[src/rtl/dref_pkg.sv]
package dref_pkg;

    typedef enum logic [3:0] {
        ST_IDLE,
        ST_ACCESS,
        ST_ROR_HOLD,
        ST_CBR_LEAD,
        ST_CBR_HOLD,
        ST_CBR_TAIL,
        ST_PRECHARGE,
        ST_SLEEP_LEAD,
        ST_SLEEP_HOLD,
        ST_WAKE
    } dref_state_e;

endpackage

[src/rtl/dref_tick.sv]
// Divides the refresh interval into equal per-row slots.
module dref_tick #(
    parameter int PERIOD = 32
) (
    input  logic clk,
    input  logic rst_n,
    output logic tick
);
    localparam int CW = (PERIOD > 1) ? $clog2(PERIOD) : 1;
    localparam logic [CW-1:0] LAST = CW'(PERIOD - 1);

    logic [CW-1:0] cnt;

    always_ff @(posedge clk) begin
        if (!rst_n) begin
            cnt <= '0;
        end else if (cnt == LAST) begin
            cnt <= '0;
        end else begin
            cnt <= cnt + 1'b1;
        end
    end

    assign tick = (cnt == LAST);
endmodule

[src/rtl/dref_owed.sv]
// Saturating count of refresh slots not yet served.
module dref_owed #(
    parameter int MAX_OWED = 3
) (
    input  logic clk,
    input  logic rst_n,
    input  logic tick,
    input  logic take,
    input  logic clr,
    output logic pending
);
    localparam int OW = $clog2(MAX_OWED + 1);
    localparam logic [OW-1:0] FULL = OW'(MAX_OWED);

    logic [OW-1:0] cnt;
    logic          inc;

    // a tick at full is kept only if one is taken in the same cycle
    assign inc = tick && ((cnt != FULL) || take);

    always_ff @(posedge clk) begin
        if (!rst_n || clr) begin
            cnt <= '0;
        end else if (inc && !take) begin
            cnt <= cnt + 1'b1;
        end else if (!inc && take) begin
            cnt <= cnt - 1'b1;
        end
    end

    assign pending = (cnt != '0);
endmodule

[src/rtl/dref_row.sv]
// Row pointer for refreshes that supply their own address.
module dref_row #(
    parameter int ROW_BITS = 3
) (
    input  logic                clk,
    input  logic                rst_n,
    input  logic                adv,
    output logic [ROW_BITS-1:0] row
);
    always_ff @(posedge clk) begin
        if (!rst_n) begin
            row <= '0;
        end else if (adv) begin
            row <= row + 1'b1;
        end
    end
endmodule

[src/rtl/dram_refresh_engine.sv]
module dram_refresh_engine
    import dref_pkg::*;
#(
    parameter int ROW_BITS     = 3,
    parameter int INTERVAL_CYC = 256,
    parameter int RAS_LOW_CYC  = 4,
    parameter int PRECH_CYC    = 3,
    parameter int CBR_LEAD_CYC = 2,
    parameter int CBR_TAIL_CYC = 2,
    parameter int SELF_MIN_CYC = 40,
    parameter int MAX_OWED     = 3
) (
    input  logic                clk,
    input  logic                rst_n,
    input  logic                cbr_mode,
    input  logic                sleep_req,
    input  logic                acc_req,
    output logic                acc_grant,
    output logic                ref_busy,
    output logic                ras_n,
    output logic                cas_n,
    output logic                we_n,
    output logic [ROW_BITS-1:0] addr_o,
    output logic                addr_oe
);
    localparam int ROWS     = 1 << ROW_BITS;
    localparam int SLOT_CYC = INTERVAL_CYC / ROWS;
    localparam int M_A      = (RAS_LOW_CYC > PRECH_CYC) ? RAS_LOW_CYC : PRECH_CYC;
    localparam int M_B      = (CBR_LEAD_CYC > CBR_TAIL_CYC) ? CBR_LEAD_CYC : CBR_TAIL_CYC;
    localparam int M_AB     = (M_A > M_B) ? M_A : M_B;
    localparam int DUR_MAX  = (SELF_MIN_CYC > M_AB) ? SELF_MIN_CYC : M_AB;
    localparam int TW       = $clog2(DUR_MAX + 1);

    dref_state_e         state, nxt;
    logic [TW-1:0]       tmr;
    logic                tick, pending, take, clr_owed, row_adv, tmr_done;
    logic [ROW_BITS-1:0] row;

    dref_tick #(.PERIOD(SLOT_CYC)) tick_i (
        .clk(clk), .rst_n(rst_n), .tick(tick)
    );

    dref_owed #(.MAX_OWED(MAX_OWED)) owed_i (
        .clk(clk), .rst_n(rst_n), .tick(tick), .take(take),
        .clr(clr_owed), .pending(pending)
    );

    dref_row #(.ROW_BITS(ROW_BITS)) row_i (
        .clk(clk), .rst_n(rst_n), .adv(row_adv), .row(row)
    );

    assign tmr_done = (tmr == '0);
    assign take     = (state == ST_IDLE) && pending;
    assign clr_owed = (state == ST_SLEEP_HOLD) || (state == ST_WAKE);
    assign row_adv  = (state == ST_ROR_HOLD) && tmr_done;

    // residence time of a state, loaded as count-minus-one on entry
    function automatic logic [TW-1:0] dur_of(input dref_state_e s);
        unique case (s)
            ST_ROR_HOLD, ST_CBR_HOLD:   dur_of = TW'(RAS_LOW_CYC - 1);
            ST_CBR_LEAD, ST_SLEEP_LEAD: dur_of = TW'(CBR_LEAD_CYC - 1);
            ST_CBR_TAIL:                dur_of = TW'(CBR_TAIL_CYC - 1);
            ST_PRECHARGE, ST_WAKE:      dur_of = TW'(PRECH_CYC - 1);
            ST_SLEEP_HOLD:              dur_of = TW'(SELF_MIN_CYC - 1);
            ST_IDLE, ST_ACCESS:         dur_of = '0;
        endcase
    endfunction

    always_comb begin
        nxt = state;
        unique case (state)
            ST_IDLE: begin
                if (pending)        nxt = cbr_mode ? ST_CBR_LEAD : ST_ROR_HOLD;
                else if (sleep_req) nxt = ST_SLEEP_LEAD;
                else if (acc_req)   nxt = ST_ACCESS;
            end
            ST_ACCESS:     if (!acc_req) nxt = ST_IDLE;
            ST_ROR_HOLD:   if (tmr_done) nxt = ST_PRECHARGE;
            ST_CBR_LEAD:   if (tmr_done) nxt = ST_CBR_HOLD;
            ST_CBR_HOLD:   if (tmr_done) nxt = ST_CBR_TAIL;
            ST_CBR_TAIL:   if (tmr_done) nxt = ST_PRECHARGE;
            ST_PRECHARGE:  if (tmr_done) nxt = ST_IDLE;
            ST_SLEEP_LEAD: if (tmr_done) nxt = ST_SLEEP_HOLD;
            ST_SLEEP_HOLD: if (tmr_done && !sleep_req) nxt = ST_WAKE;
            ST_WAKE:       if (tmr_done) nxt = ST_IDLE;
        endcase
    end

    // state register with its residence timer
    always_ff @(posedge clk) begin
        if (!rst_n) begin
            state <= ST_IDLE;
            tmr   <= '0;
        end else begin
            state <= nxt;
            if (nxt != state)  tmr <= dur_of(nxt);
            else if (!tmr_done) tmr <= tmr - 1'b1;
        end
    end

    // strobe and handshake outputs decoded from the state
    always_comb begin
        ras_n     = 1'b1;
        cas_n     = 1'b1;
        we_n      = 1'b1;
        addr_oe   = 1'b0;
        acc_grant = 1'b0;
        ref_busy  = 1'b1;
        unique case (state)
            ST_IDLE:   ref_busy = 1'b0;
            ST_ACCESS: begin
                ref_busy  = 1'b0;
                acc_grant = 1'b1;
            end
            ST_ROR_HOLD: begin
                ras_n   = 1'b0;
                addr_oe = 1'b1;
            end
            ST_CBR_LEAD, ST_SLEEP_LEAD: cas_n = 1'b0;
            ST_CBR_HOLD, ST_SLEEP_HOLD: begin
                ras_n = 1'b0;
                cas_n = 1'b0;
            end
            ST_CBR_TAIL:           ras_n = 1'b0;
            ST_PRECHARGE, ST_WAKE: ras_n = 1'b1;
        endcase
        addr_o = addr_oe ? row : '0;
    end
endmodule

[config.mk]
export PLATFORM = sky130hd
export DESIGN_NAME = dram_refresh_engine
export DESIGN_NICKNAME = d
export VERILOG_FILES = /design/src/rtl/dref_pkg.sv /design/src/rtl/dref_tick.sv /design/src/rtl/dref_owed.sv /design/src/rtl/dref_row.sv /design/src/rtl/dram_refresh_engine.sv
export SDC_FILE = /design/constraint.sdc
export NUM_CORES = 1
export LEC_CHECK = 0
export CORE_MARGIN = 4
export CORE_UTILIZATION = 40
export CTS_CLUSTER_DIAMETER = 50
export CTS_CLUSTER_SIZE = 30
export DETAILED_ROUTE_END_ITERATION = 8
export RECOVER_POWER = 25
export SLEW_MARGIN = 20
export SYNTH_ARGS = -nofsm -noshare
export SYNTH_HDL_FRONTEND = slang
export SYNTH_SLANG_ARGS = --single-unit
[constraint.sdc]
create_clock -name clk -period 2.3 [get_ports clk]
set_input_delay 0.345 -clock clk [delete_from_list [all_inputs] [get_ports clk]]
set_output_delay 0.345 -clock clk [all_outputs]
set_load 0.02 [all_outputs]
=== Word level (Yosys, flattened, before mapping) ===
Cells that the tools add are included.

* Flip-flop bits (word level): 20
* Input port bits: 5
* Output and inout port bits: 9
* Word-level logic and storage cells: 84

* Add/subtract/negate cells: 5
* Eq/ne operators: 22
* Muxes and demuxes: 23
* Bitwise gates (word level): 1
* Reductions and logical operators: 28

{| class="wikitable"
|+ Operators by type and width
! cell !! count
|-
| 4-bit two-way mux || 10
|-
| 4-bit by 3-bit == test with 1-bit output (second input constant) || 8
|-
| 4-bit one-hot mux with 8 select lines || 1
|-
| 6-bit one-hot mux with 5 select lines || 1
|-
| 4-bit by 2-bit == test with 1-bit output (second input constant) || 4
|-
| 4-bit == test (second input constant) || 4
|-
| 2-bit OR reduction || 7
|-
| 6-bit two-way mux || 2
|-
| 4-bit by 1-bit == test with 1-bit output (second input constant) || 2
|-
| 4-bit zero test || 2
|-
| 4-bit OR reduction || 2
|-
| 1-bit logical AND || 6
|-
| 6-bit zero test || 1
|-
| 1-bit two-way mux || 6
|-
| 6-bit by 1-bit subtractor with 6-bit output (second input constant) || 1
|-
| 5-bit by 1-bit adder with 5-bit output (second input constant) || 1
|-
| 5-bit == test (second input constant) || 1
|-
| 1-bit zero test || 4
|-
| 2-bit two-way mux || 2
|-
| 4-bit != test || 1
|-
| 2-bit nonzero test || 2
|-
| 3-bit by 1-bit adder with 3-bit output (second input constant) || 1
|-
| 1-bit logical OR || 3
|-
| 3-bit two-way mux || 1
|-
| 6 further kinds || 6
|}

=== Logic depth before layout (Yosys ltp) ===
Gate-level depths: netlist of the first run.

* Word-level depth: 8
* Depth in mapped cells: 10
* Depth with buffers taken out: 10

=== Modules after synthesis ===
Synthesis of the first run repeated with hierarchy kept, for this count alone.

* Cell total of the unflattened synthesis: 185
* Area total of the unflattened synthesis: 1452.6 µm²

{| class="wikitable"
|+ Modules (own cells, without submodules)
! module !! times used !! cells an instance !! area each (µm²) !! sequential area each (µm²)
|-
| dram_refresh_engine || 1 || 139 || 1006.0 || 200.2
|-
| dref_tick || 1 || 20 || 202.7 || 100.1
|-
| dref_row || 1 || 12 || 127.6 || 60.1
|-
| dref_owed || 1 || 14 || 116.4 || 40.0
|}

=== Least setup slack after synthesis of the first run ===
OpenSTA, ideal clock, no wires.

* Path type: register to register
* Start: register tmr[0]
* End: register tmr[1]
* Setup time: 0.122 ns
* Data arrival time: 2.030 ns
* Required time: 2.178 ns
* Path slack: 0.148 ns
* Stages on the path, launching flop included: 10
* Buffers on the path: 1
* Clock period less this slack: 2.152 ns
* Cells stage by stage: dfxtp_1 > inv_1 > ha_1 > nor4b_2 > nand2b_1 > buf_6 > mux2_4 > a221o_1 > and2_0 > o311a_1

* Longest elaborated chain between the ends: 8
* Elaborated cells between the ends (all ways): 29
* Classes of those cells: 1 x add/sub; 11 x eq/ne; 10 x mux; 7 x reduce/logical

{| class="wikitable"
|+ RTL lines
! what !! line !! source
|-
| start, declared || dram_refresh_engine.sv:35 || <nowiki>logic [TW-1:0] tmr;</nowiki>
|-
| start signal, assigned || dram_refresh_engine.sv:96 || <nowiki>if (nxt != state) tmr <= dur_of(nxt);</nowiki>
|-
| start signal, assigned || dram_refresh_engine.sv:97 || <nowiki>else if (!tmr_done) tmr <= tmr - 1'b1;</nowiki>
|-
| 6-bit zero test || dram_refresh_engine.sv:52 || <nowiki>assign tmr_done = (tmr == '0);</nowiki>
|-
| 1-bit logical AND || dram_refresh_engine.sv:84 || <nowiki>ST_SLEEP_HOLD: if (tmr_done && !sleep_req) nxt = ST_WAKE;</nowiki>
|-
| 4-bit two-way mux || dram_refresh_engine.sv:84 ||
|-
| 4-bit one-hot mux with 8 select lines || dram_refresh_engine.sv:71 || <nowiki>unique case (state)</nowiki>
|-
| 4-bit by 3-bit == test with 1-bit output (tied with other cells) || dram_refresh_engine.sv:59 || <nowiki>unique case (s)</nowiki>
|-
| 3-bit OR reduction (no line) or 2-bit OR reduction (tied branches) || -- ||
|-
| 6-bit one-hot mux with 5 select lines || dram_refresh_engine.sv:59 ||
|-
| 6-bit two-way mux || dram_refresh_engine.sv:96 ||
|}

Parallel ways exist; a longest one is shown, timed or not. The select of a mux whose other input is x is not followed.
A chain may end at the register's enable or synchronous reset.

=== Final worst setup path of the first run ===
* Start: register state[2]
* End: output addr_o[0]

* Longest elaborated chain between the ends: 3

{| class="wikitable"
|+ RTL lines
! what !! line !! source
|-
| start, declared || dram_refresh_engine.sv:34 || <nowiki>dref_state_e state, nxt;</nowiki>
|-
| start signal, assigned || dram_refresh_engine.sv:95 || <nowiki>state <= nxt;</nowiki>
|-
| 4-bit by 2-bit == test with 1-bit output || dram_refresh_engine.sv:109 || <nowiki>unique case (state)</nowiki>
|-
| 1-bit two-way mux || dram_refresh_engine.sv:109 ||
|-
| 3-bit two-way mux || dram_refresh_engine.sv:127 || <nowiki>addr_o = addr_oe ? row : '0;</nowiki>
|-
| end, declared || dram_refresh_engine.sv:23 || <nowiki>output logic [ROW_BITS-1:0] addr_o,</nowiki>
|}

Every way passes these cells.

==> results of run 1 <==
## through the flow
step / setup WS, ns / std cells
after detailed placement: -0.103 / 256
after CTS: 0.00346 / 260
after global placement: -0.0824 / 256
final: 0.0695 / 263
after global routing: 0.00453 / 263
after floorplan: 0.148 / 186
## power by group
part	internal (mW)	leakage, nW	switching, mW	total (mW)
sequential	0.426	0.164	0.127	0.552
combinational	0.967	0.648	0.941	1.91
clock	0.152	0.0288	0.114	0.266
total	1.55	0.841	1.18	2.73
## state kept, by name, summed over array words and instances (netlist names)
register,cells
owed_i.cnt,2
row_i.row,3
state,4
tick_i.cnt,5
tmr,6
## cells by family after synthesis
| group | Yosys count | synth area share, % |
|---|---|---|
| compound gates | 43 | 21.9 |
| other cells | 1 | 0.250 |
| mux | 3 | 2.34 |
| flops | 20 | 26.7 |
| xor+xnor | 12 | 7.01 |
| fa+ha+maj | 5 | 4.17 |
| buf+inv | 19 | 6.26 |
| simple gates | 83 | 31.4 |
## worst paths after layout
path	slack (ns)	end	startpoint	depth (start not counted)
worst max register to register	0.10	tmr[1]$_SDFFE_PN0P_	tmr[0]$_SDFFE_PN0P_	8
worst max-delay path	0.07	addr_o[0]	state[2]$_SDFF_PN0_	4
worst min register to register	0.46	tick_i.cnt[0]$_SDFF_PP0_	tick_i.cnt[0]$_SDFF_PP0_	1
worst min-delay path	0.46	tick_i.cnt[0]$_SDFF_PP0_	tick_i.cnt[0]$_SDFF_PP0_	1
## layout make-up
cell class | instances | area, um2 | share of cell area [%]
multi-input combinational | 147 | 1050 | 54.5
sequential | 20 | 404 | 21.1
inverter | 7 | 26.3 | 1.37
clock buffer | 4 | 55.1 | 2.87
timing repair buffer | 39 | 329 | 17.2
tap | 46 | 57.6 | 3.00
## worst max-delay path: stages (launching register included)
cell and delay, ns:
dfxtp_1 0.41, buf_4 0.20, nor3_4 0.23, and3_1 0.18, clkdlybuf4s50_1 0.60
## synth_stat cells (all sizes together), types with 3 or more instances
| library cell | n |
|---|---|
| o21a | 3 |
| nand2 | 18 |
| ha | 5 |
| clkbuf | 6 |
| and3 | 9 |
| inv | 7 |
| and2 | 5 |
| nor2b | 5 |
| nand2b | 3 |
| nor2 | 18 |
| o21ai | 6 |
| nor3 | 6 |
| a21oi | 10 |
| xnor2 | 7 |
| dfxtp | 20 |
| xor2 | 5 |
| or3 | 5 |
| buf | 6 |
| o31ai | 5 |
## layout by cell type, fill, tap and decap left out, drive strengths merged, types with 2 or more instances in the layout
master	n
nor3	6
xor2	5
nor4	2
and3	9
or2	2
and2	5
nand2b	3
nand3	2
or3	5
o31ai	5
a211oi	2
dfxtp	20
nor2b	5
mux2i	2
nor2	18
o21a	3
buf	27
o221ai	2
ha	5
inv	7
clkbuf	4
nand2	18
a31oi	2
clkdlybuf4s50	8
a21oi	10
or4b	2
xnor2	7
dlymetal6s2s	3
o21ai	6
## routing by layer
layer  routed length, um  vias up  GRT usage (%)
li1                    -      732              -
met1                1730      685           22.0
met2                1720       31           25.4
met3                 143        9           2.61
met4                  79        0           6.07
met5                   0        -              0
## what timing repair did
action / CTS / global route
setup buffers: 0 / 3
gates resized for setup: 4 / 13
setup endpoints to repair: 6 / 11
pin swaps: 0 / 4
==> results.txt, run 1 <==
Vias per cell - 5.54
First-pass detailed-route iteration total - 4
ANT nets after route - 0
Final Setup Violations - 0
Filler cell count in the final layout - 336
Total congestion overflow - 0
Syn Inst Count - 186
Initial core utilization - 43.3%
CTS root buffer - clkbuf_8
Critical setup path kind - reg -> out
Detailed Route WL - 3670 um
H-tree levels - 1
Die Span X - 69.2 um
Post-synth top flop - dfxtp_1
Syn nets - 196
First-pass GRT wire length - 6490 um
Antenna violations before repair - 0
CP Data Arrival Time - 1.89 ns
WP data required - 1.96 ns
Core Region - 3470 um2
Synth warn - 0
Synthesized area - 1500 um2
Hold-fix buffers at CTS - 0
Element type at the critical path start - register
Max clock buf depth - 2
Share of layout cells above drive strength 1 - 26.3%
Worst skew pair latency - 0.26 ns
Fin. max-slew vios - 0
Total power - 2.73 mW
Status - completed
ANT cells - 0
CTS Buf Count - 3
Fin Setup TNS - 0 ns
RSZ-0062 raised after global routing - no
Min-delay worst type - reg -> reg
#FFs+latches synth - 20
Ports - 14
Vias in the first global route - 1,416
Gr usage total - 16.1%
Port bufs - 12
HPWL Detailed - 2910 um
Hold Violations, Final - 0
WL/cell - 14.0 um
Yosys top cell area share - 26.7%
# DRC - 0
TritonCTS clock tree - yes
Max-Cap Viols - 0
Crit-path max FO - 8
Final GP Congestion - 0.969
Placement Cell Area - 1790 um2
Die ar. - 4790 um2
PD cells - 1420 nW/um2
Fin util - 55.3%
LEAKAGE - 0.841 nW
Num Clock Sinks - 20
Avg Synthesized Cell Area - 8.07 um2
Register area share after synthesis - 26.7%
Pin count of the biggest net entering global routing - 12
Final #Nets - 228
Max Clk Rate - 0.448 GHz
Vias after detailed routing - 1,457
Unique masters post-synth - 60
Period minus WS final - 2.23 ns
Synth area leader - dfxtp_1
Std-Cell Rows - 21
DR iter-0 viols - 109
Worst Hold Slack - 0.460 ns
EDFF count, synth - 0
Die height - 69.2 um
Crit. End Element - primary output
Final Cell Area - 1920 um2
Worst VDD drop - 0.858 mV
Top area cells in the synthesized netlist - dfxtp_1 (27%), nand2_1 (4.5%), ha_1 (4.2%)
Period utilization - 97.0%
Clock Skews - 0.00220 ns
Async SR Flop Fraction - 0%
Area Growth Syn to Fin - 27.9%
Worst-path clk slew - 0.07 ns
No activity file was read; power rests on OpenSTA's default activity.
==> run 2, diff against run 1 <==
--- a/config.mk
+++ b/config.mk
@@ -5,11 +5,13 @@
 export SDC_FILE = /design/constraint.sdc
 export NUM_CORES = 1
 export LEC_CHECK = 0
+export CAP_MARGIN = 5
 export CORE_MARGIN = 4
 export CORE_UTILIZATION = 40
 export CTS_CLUSTER_DIAMETER = 50
 export CTS_CLUSTER_SIZE = 30
 export DETAILED_ROUTE_END_ITERATION = 8
+export HOLD_SLACK_MARGIN = 0.12
 export RECOVER_POWER = 25
 export SLEW_MARGIN = 20
 export SYNTH_ARGS = -nofsm -noshare
==> results of run 2 <==
Final layout, timing and power as in run 1 (identical DEF).
==> run 3, diff against run 2 <==
--- a/config.mk
+++ b/config.mk
@@ -11,6 +11,7 @@
 export CTS_CLUSTER_DIAMETER = 50
 export CTS_CLUSTER_SIZE = 30
 export DETAILED_ROUTE_END_ITERATION = 8
+export GPL_TIMING_DRIVEN = 1
 export HOLD_SLACK_MARGIN = 0.12
 export RECOVER_POWER = 25
 export SLEW_MARGIN = 20
==> results of run 3 <==
Final layout, timing and power as in run 1 (identical DEF).
